[src/rtl/tickdiv_pkg.sv]
package tickdiv_pkg;

  typedef enum logic [1:0] {
    SRC_FREE = 2'd0,
    SRC_GATE = 2'd1,
    SRC_RISE = 2'd2,
    SRC_FALL = 2'd3
  } src_mode_e;

  // Divisor in sixteenths; a zero whole part falls back to exactly one.
  function automatic int unsigned eff_div(int unsigned whole, int unsigned frac,
                                          int unsigned frac_w);
    if (whole == 0) return (32'd1 << frac_w);
    return (whole << frac_w) | frac;
  endfunction

  // True when one more event carries the phase past the divisor.
  function automatic logic phase_wraps(int unsigned ph, int unsigned step,
                                       int unsigned dv);
    return (ph + step) >= dv;
  endfunction

  function automatic int unsigned phase_next(int unsigned ph, int unsigned step,
                                             int unsigned dv, logic evt);
    int unsigned s;
    if (!evt) return ph;
    s = ph + step;
    return (s >= dv) ? (s - dv) : s;
  endfunction

endpackage

[src/rtl/tickdiv_pin_sync.sv]
module tickdiv_pin_sync #(
  parameter int STAGES = 2
) (
  input  logic clk,
  input  logic rst_n,
  input  logic pin_in,
  output logic lvl,
  output logic rise,
  output logic fall
);
  logic [STAGES-1:0] chain;
  logic              last;

  generate
    for (genvar g = 0; g < STAGES; g++) begin : g_stage
      if (g == 0) begin : g_first
        always_ff @(posedge clk or negedge rst_n) begin
          if (!rst_n) chain[0] <= 1'b0;
          else        chain[0] <= pin_in;
        end
      end else begin : g_next
        always_ff @(posedge clk or negedge rst_n) begin
          if (!rst_n) chain[g] <= 1'b0;
          else        chain[g] <= chain[g-1];
        end
      end
    end
  endgenerate

  always_ff @(posedge clk or negedge rst_n) begin
    if (!rst_n) last <= 1'b0;
    else        last <= chain[STAGES-1];
  end

  assign lvl  = chain[STAGES-1];
  assign rise = lvl & ~last;
  assign fall = ~lvl & last;
endmodule

[src/rtl/tickdiv_cfg_hold.sv]
module tickdiv_cfg_hold #(
  parameter int INT_W  = 8,
  parameter int FRAC_W = 4
) (
  input  logic              clk,
  input  logic              rst_n,
  input  logic [INT_W-1:0]  int_in,
  input  logic [FRAC_W-1:0] frac_in,
  input  logic [1:0]        mode_in,
  output logic [INT_W-1:0]  int_q,
  output logic [FRAC_W-1:0] frac_q,
  output logic [1:0]        mode_q,
  output logic              cfg_chg
);
  localparam logic [INT_W-1:0] INT_RST = INT_W'(1);

  assign cfg_chg = (int_in != int_q) || (frac_in != frac_q) || (mode_in != mode_q);

  always_ff @(posedge clk or negedge rst_n) begin
    if (!rst_n) begin
      int_q  <= INT_RST;
      frac_q <= '0;
      mode_q <= 2'd0;
    end else begin
      int_q  <= int_in;
      frac_q <= frac_in;
      mode_q <= mode_in;
    end
  end
endmodule

[src/rtl/tickdiv_event_sel.sv]
module tickdiv_event_sel
  import tickdiv_pkg::*;
(
  input  logic [1:0] mode,
  input  logic       lvl,
  input  logic       rise,
  input  logic       fall,
  output logic       evt
);
  always_comb begin
    unique case (src_mode_e'(mode))
      SRC_FREE: evt = 1'b1;
      SRC_GATE: evt = lvl;
      SRC_RISE: evt = rise;
      SRC_FALL: evt = fall;
      default:  evt = 1'b0;
    endcase
  end
endmodule

[src/rtl/tickdiv_phase_acc.sv]
module tickdiv_phase_acc
  import tickdiv_pkg::*;
#(
  parameter int DIV_W  = 12,
  parameter int FRAC_W = 4
) (
  input  logic             clk,
  input  logic             rst_n,
  input  logic             clr,
  input  logic             evt,
  input  logic [DIV_W-1:0] divisor,
  output logic [DIV_W-1:0] phase,
  output logic             tick
);
  localparam int unsigned STEP = 32'd1 << FRAC_W;

  logic             tick_d;
  logic [DIV_W-1:0] phase_d;

  always_comb begin
    tick_d  = evt & phase_wraps(32'(phase), STEP, 32'(divisor));
    phase_d = DIV_W'(phase_next(32'(phase), STEP, 32'(divisor), evt));
  end

  always_ff @(posedge clk or negedge rst_n) begin
    if (!rst_n) begin
      phase <= '0;
      tick  <= 1'b0;
    end else if (clr) begin
      phase <= '0;
      tick  <= 1'b0;
    end else begin
      phase <= phase_d;
      tick  <= tick_d;
    end
  end
endmodule

[src/rtl/frac_tick_div.sv]
module frac_tick_div
  import tickdiv_pkg::*;
#(
  parameter int INT_W       = 8,
  parameter int FRAC_W      = 4,
  parameter int SYNC_STAGES = 2
) (
  input  logic              clk,
  input  logic              rst_n,
  input  logic [INT_W-1:0]  div_int,
  input  logic [FRAC_W-1:0] div_frac,
  input  logic [1:0]        src_mode,
  input  logic              ext_in,
  output logic              tick
);
  localparam int DIV_W = INT_W + FRAC_W;

  logic [INT_W-1:0]  int_q;
  logic [FRAC_W-1:0] frac_q;
  logic [1:0]        mode_q;
  logic              cfg_chg;
  logic              b_lvl, b_rise, b_fall;
  logic              evt;
  logic [DIV_W-1:0]  divisor;
  logic [DIV_W-1:0]  phase;

  tickdiv_cfg_hold #(.INT_W(INT_W), .FRAC_W(FRAC_W)) u_cfg (
    .clk(clk), .rst_n(rst_n),
    .int_in(div_int), .frac_in(div_frac), .mode_in(src_mode),
    .int_q(int_q), .frac_q(frac_q), .mode_q(mode_q), .cfg_chg(cfg_chg)
  );

  tickdiv_pin_sync #(.STAGES(SYNC_STAGES)) u_sync (
    .clk(clk), .rst_n(rst_n), .pin_in(ext_in),
    .lvl(b_lvl), .rise(b_rise), .fall(b_fall)
  );

  tickdiv_event_sel u_sel (
    .mode(mode_q), .lvl(b_lvl), .rise(b_rise), .fall(b_fall), .evt(evt)
  );

  assign divisor = DIV_W'(eff_div(32'(int_q), 32'(frac_q), FRAC_W));

  tickdiv_phase_acc #(.DIV_W(DIV_W), .FRAC_W(FRAC_W)) u_acc (
    .clk(clk), .rst_n(rst_n), .clr(cfg_chg), .evt(evt),
    .divisor(divisor), .phase(phase), .tick(tick)
  );
endmodule

[config.mk]
export PLATFORM = sky130hd
export DESIGN_NAME = frac_tick_div
export DESIGN_NICKNAME = d
export VERILOG_FILES = /design/src/rtl/tickdiv_pkg.sv /design/src/rtl/tickdiv_pin_sync.sv /design/src/rtl/tickdiv_cfg_hold.sv /design/src/rtl/tickdiv_event_sel.sv /design/src/rtl/tickdiv_phase_acc.sv /design/src/rtl/frac_tick_div.sv
export SDC_FILE = /design/constraint.sdc
export NUM_CORES = 1
export LEC_CHECK = 0
export BUFFER_PORTS_ARGS = -buffer_cell sky130_fd_sc_hd__buf_2
export CAP_MARGIN = 20
export CORE_ASPECT_RATIO = 0.5
export CORE_MARGIN = 5
export CORE_UTILIZATION = 59
export DETAILED_ROUTE_END_ITERATION = 8
export GPL_TIMING_DRIVEN = 0
export MAX_ROUTING_LAYER = met4
export PLACE_DENSITY = 0.79
export SLEW_MARGIN = 10
export SYNTH_ARGS = -nofsm -noshare
export SYNTH_HDL_FRONTEND = slang
export SYNTH_HIERARCHICAL = 1
export SYNTH_SLANG_ARGS = --single-unit
export TNS_END_PERCENT = 20
[constraint.sdc]
create_clock -name clk -period 3.45 [get_ports clk]
set_input_delay 0.345 -clock clk [delete_from_list [all_inputs] [get_ports clk]]
set_output_delay 0.345 -clock clk [all_outputs]
set_load 0.05 [all_outputs]
==> results of run 1 <==
synth_stat cells (all sizes together), types with 2 or more instances:
library cell,number
dfrtp,29
xor2,19
inv,17
ha,13
a21oi,12
nor2,11
clkbuf,10
xnor2,9
nand2,8
nand3,8
nor4,7
mux2i,6
nand2b,6
o21ai,6
a21boi,5
and3,5
a211oi,4
a21o,4
nor2b,4
a31oi,3
buf,3
nor3,3
o31ai,3
and2,2
nand4,2
critical path: cells and delay by family, from the launching register on:
family | cells | cell delay, ns
adder cells (fa/ha/maj) | 2 | 0.77
AO/OA/AOI/OAI | 3 | 0.60
AND/OR/NAND/NOR | 4 | 0.58
flip-flops | 1 | 0.48
buffers and inverters | 1 | 0.20
XOR/XNOR | 1 | 0.19
multiplexers | 1 | 0.19
through the flow:
| stage | util | setup slack [ns] | hold WS, ns |
|---|---|---|---|
| after floorplan | - | 0.731 | 0.0494 |
| after global placement | 0.657 | 0.437 | 0.353 |
| after detailed placement | 0.657 | 0.400 | 0.338 |
| after CTS | 0.691 | 0.383 | 0.111 |
| after global routing | 0.691 | 0.142 | 0.147 |
| final | 0.691 | 0.346 | 0.0904 |
state kept, by name, indices dropped and copies added, names as in the netlist:
signal and cells:
u_acc/phase 12, u_cfg/int_q 8, u_cfg/frac_q 4, u_cfg/mode_q 2
u_acc/tick 1, u_sync/chain 1, u_sync/last 1, u_sync/lvl 1
power by group:
group,switching (mW),internal [mW]
Clock,0.130,0.235
Combinational,0.0574,0.0422
Sequential,0.00991,0.363
Total,0.197,0.640
cells by family after synthesis:
family,after synthesis
buffers and inverters,30
and+or+nand+nor,64
DFF,30
xor gates and xnor gates,28
muxes,7
AOI/OAI and AO/OA,47
adders and majority gates,14
final timing paths:
kind | to | startpoint | cells after the start | slack (ns)
worst max-delay path | u_acc/phase[6] | u_acc/phase[4] | 12 | 0.35
worst min-delay path | u_sync/last | rst_n | 1 | 0.09
worst max register to register | u_acc/phase[6] | u_acc/phase[4] | 12 | 0.35
worst min register to register | u_sync/lvl | u_sync/chain[0] | 0 | 0.37
max in group asynchronous | u_acc/phase[9] | rst_n | 1 | 2.92
min in group clk | u_sync/chain[0] | ext_in | 1 | 0.17
area by class of cell:
class                           instances  area (um^2)  share of cell area
Multi-Input combinational cell        160         1230               0.519
Sequential cell                        30          752               0.317
Clock buffer                            7         86.3              0.0364
Timing Repair Buffer                   17         85.1              0.0358
Inverter                               17         63.8              0.0269
Tap cell                               51         63.8              0.0269
Buffer                                 13         61.3              0.0258
Clock inverter                          1         30.0              0.0127
per-layer routing:
layer / share of wire / track usage
met1: 0.48 / 0.278
met2: 0.44 / 0.354
met3: 0.069 / 0.0674
met4: 0.013 / 0.0670
met5: 0 / -
==> results.cfg, run 1 <==
[finish]
fillers = 259
fin_area_um2 = 2370
antenna_cells = 0
area_growth_syn_to_layout_pct = 12.6
nets = 275
fin_cells = 296
drive_above_1_share = 0.159
final_common_cell = dfrtp_1
mostFrequentLayoutCells = dfrtp_1, xor2_1, buf_2

[yosys]
synthAdderAreaFrac = 0.0866
synth_top_area_share = 0.344
synth_top_family_by_area = simple AND/OR/NAND/NOR gates
syn-num-nets = 251
synthMuxAreaShare = 0.0338
ys_types = 53
synth_compound_area_frac = 0.166
async_flop_share = 1.00
synthCells = 220
ys_ff_latch = 30
ys_top_cells_by_area = dfrtp_1, xor2_1, ha_1
netlist_area_um2 = 2110
ys_warn_count = 6
yosys.area.top_type = dfrtp_1
synth-simple-area-share = 0.181
ys.flop_type = dfrtp_1
synth_edf_count = 0
ys_seq_area_frac = 0.357
synth_area_per_cell_um2 = 9.58
synth_xor_xnor_area_share = 0.116

[detailed_routing]
wl_per_cell_um = 15.9
num_vias = 1696
viasPerCell = 5.73
dr.pass1.iters = 4
postRouteAntennaNets = 0
routed_wirelength_um = 4690
drc = 0
drt_iter0_drc = 110

[power]
power_mw = 0.837
p_leak_nw = 1.10
irDropWorstVdd_mv = 0.265
p_per_area_nw_per_um2 = 353

[setup_path]
arrival_ns = 3.30
crit_path_start_kind = flop
worst_setup_path_end_kind = flop
critPathKind = reg2reg
crit_fanout = 10
crit_slowest_cell = dfrtp_1
crit_path_frequent_cell = ha_1
crit_required_ns = 3.65
max_stage_delay_ns = 0.48
crit_path_cell_trace = ha_1, nand3_1, xnor2_1, ha_1, nand2_1, nor3_2, a41oi_2, a31oi_4, buf_6, mux2i_1, a22oi_1, nor2_1

[floorplan]
dieWidth_um = 94.5
die-area_um2 = 4940
initial_core_util = 0.614
ios = 18
rows = 15
dieHeight_um = 52.3
fp.coreArea_um2 = 3430

[sta]
rsz0062_at_grt = false
setup_tns_ns = 0
slew_headroom = 0.556
clock_skew_ns = 0.0100
worst_pin_slew_ns = 0.666
finalCritPeriodShare = 0.900
clock.fmax_mhz = 322
setup_viol = 0
slew_violations = 0
fin_crit_ns = 3.10
hold_violations = 0

[hold_path]
min_path_type = in2async

[grt]
overflow = 0
grt_max_degree = 31
grt_pass1_vias = 1771
antenna_found_initial = 0
grtUsageTotal = 0.223
grt_first_pass_wirelength_um = 8160

[clocking]
cts_buffer_depth = 2
ctsHoldBuffers = 0
clk_latency_ns = 0.28
cts_made_buffers = 5
cts_tree = yes
root_buffer = clkbuf_8
cts_sinks = 30
cts_resized = 0
htree_levels = 2
post_cts_buffers = 0
cts.clk_slew.worst_paths_ns = 0.07

[run_status]
status = finished, final reports clean

[place]
place.gp.congestion = 0.916
place_inst = 288
io_buffers = 17
hpwl_um = 3490
placed_area_um2 = 2260

[flow_run]
maxCapViolCount = 0
No activity file was read; power rests on OpenSTA's default activity.
==> inputs of run 2 (changes only) <==
--- a/config.mk
+++ b/config.mk
@@ -5,7 +5,7 @@
 export SDC_FILE = /design/constraint.sdc
 export NUM_CORES = 1
 export LEC_CHECK = 0
-export BUFFER_PORTS_ARGS = -buffer_cell sky130_fd_sc_hd__buf_2
+export BUFFER_PORTS_ARGS = -buffer_cell sky130_fd_sc_hd__buf_4
 export CAP_MARGIN = 20
 export CORE_ASPECT_RATIO = 0.5
 export CORE_MARGIN = 5
==> run 2 against run 1 <==
Sequential share of layout area shrank 0.41 points. Critical path type unchanged. Flip-flop and latch count is the same. Highest routed layer unchanged. Core utilization increased by 0.91 points. Die area unchanged. Non-clock buffer count increased by 1. Final cell count grew 0.34%. Critical path depth unchanged. Clock skew fell by 0.0065 ns. Clock power is 18% lower. Global-route usage is 0.76 points higher. Largest power group unchanged. Combinational power up 6%.
==> results.cfg, run 2 (synthesis results as in run 1) <==
[power]
irDropWorstVdd_mv = 0.282
p_per_area_nw_per_um2 = 324
p_leak_nw = 1.10
power_mw = 0.779

[finish]
mostFrequentLayoutCells = dfrtp_1, xor2_1, buf_4
fin_cells = 297
largest_reg_flops = 12
antenna_cells = 0
largest_register = u_acc/phase
drive_above_1_share = 0.163
final_common_cell = dfrtp_1
nets = 276
area_growth_syn_to_layout_pct = 14.1
largestRegisters = u_acc/phase: 12 flops, u_cfg/int_q: 8 flops, u_cfg/frac_q: 4 flops
fin_area_um2 = 2400

[setup_path]
crit_slowest_cell = nor4_2
critical_path_buf_inv_count = 2
crit_path_start_kind = flop
max_stage_delay_ns = 0.47
crit_path_cell_trace = nor4_2, a21o_1, inv_1, ha_1, and3_1, a21boi_1, o31ai_2, a31oi_4, buf_6, mux2i_1, a22oi_1, nor2_1
crit_family = compound AO/OA/AOI/OAI gates
worst_setup_path_end_kind = flop
crit_required_ns = 3.60
crit_fanout = 10
critPathKind = reg2reg
arrival_ns = 3.26

[clocking]
cts_buffer_depth = 2
cts_sinks = 30
cts_made_buffers = 5
clk_latency_ns = 0.28
cts_tree = yes
cts_resized = 0
ctsHoldBuffers = 1
post_cts_buffers = 0
root_buffer = clkbuf_8
cts.clk_slew.worst_paths_ns = 0.07
htree_levels = 2

[detailed_routing]
viasPerCell = 5.64
routed_wirelength_um = 4690
postRouteAntennaNets = 0
num_vias = 1674
drc = 0
drt_iter0_drc = 115
dr.pass1.iters = 4
wl_per_cell_um = 15.8

[grt]
grtUsageTotal = 0.231
grt_max_degree = 31
grt_first_pass_wirelength_um = 8280
overflow = 0
grt_pass1_vias = 1733
antenna_found_initial = 0

[place]
place.gp.congestion = 0.945
hpwl_um = 3480
placed_area_um2 = 2300
place_inst = 288
io_buffers = 17

[floorplan]
die-area_um2 = 4940
initial_core_util = 0.614
fp.coreArea_um2 = 3430
dieHeight_um = 52.3
rows = 15
ios = 18
dieWidth_um = 94.5

[hold_path]
min_path_type = in2reg

[sta]
fin_crit_ns = 3.11
setup_viol = 0
worst_pin_slew_ns = 0.517
slew_headroom = 0.656
clock.fmax_mhz = 321
finalCritPeriodShare = 0.902
clock_skew_ns = 0.00360
hold_slack_ns = 0.167
rsz0062_at_grt = false
setup_tns_ns = 0
slew_violations = 0
hold_violations = 0

[run_status]
status = finished, final reports clean

[flow_run]
maxCapViolCount = 0
[run 2: changes by cell type in the layout (fill, tap and decap cells not counted)]
cell           delta
clkinv_2          +1
bufinv_16         -1
buf_2            -17
clkinvlp_4        +1
clkbuf_1          -1
dlygate4sd3_1     +1
buf_4            +17
[run 2: layout make-up]
| type | count | area, um^2 |
|---|---|---|
| plain buffers | 13 | 61.3 |
| clock buffers | 6 | 82.6 |
| multi-input cells | 160 | 1230 |
| fillers | 261 | 1030 |
| clock inverters | 2 | 12.5 |
| inverters | 17 | 63.8 |
| well taps | 51 | 63.8 |
| flip-flops and latches | 30 | 752 |
| repair buffers | 18 | 138 |
[run 2: path summary, 6_finish.rpt]
check,slack (ns),from,endpoint,depth (start not counted)
max reg2reg,0.34,u_cfg/int_q[7],u_acc/phase[6],12
max in group asynchronous,2.61,rst_n,u_cfg/int_q[0],2
min in group asynchronous,0.53,rst_n,u_sync/last,2
min reg2reg,0.36,u_sync/chain[0],u_sync/lvl,0
min,0.17,ext_in,u_sync/chain[0],1
max,0.34,u_cfg/int_q[7],u_acc/phase[6],12
[run 2: report_power, final]
group	switching, mW	internal [mW]
Clock	0.141	0.160
Combinational	0.0572	0.0483
Sequential	0.00973	0.362
[run 2: layer usage]
metal | wire [um] | vias to the layer above | track usage
met2 | 2150 | 55 | 0.373
met5 | 0 | - | -
met1 | 2180 | 784 | 0.291
met3 | 330 | 4 | 0.0674
li1 | - | 831 | -
met4 | 29 | 0 | 0.0502
[run 2: through the flow]
| step | utilization | worst slack, ns |
|---|---|---|
| after floorplan | - | 0.731 |
| after CTS | 0.700 | 0.341 |
| after detailed placement | 0.670 | 0.397 |
| after global placement | 0.670 | 0.435 |
| after global routing | 0.700 | 0.0852 |
| final | 0.700 | 0.339 |
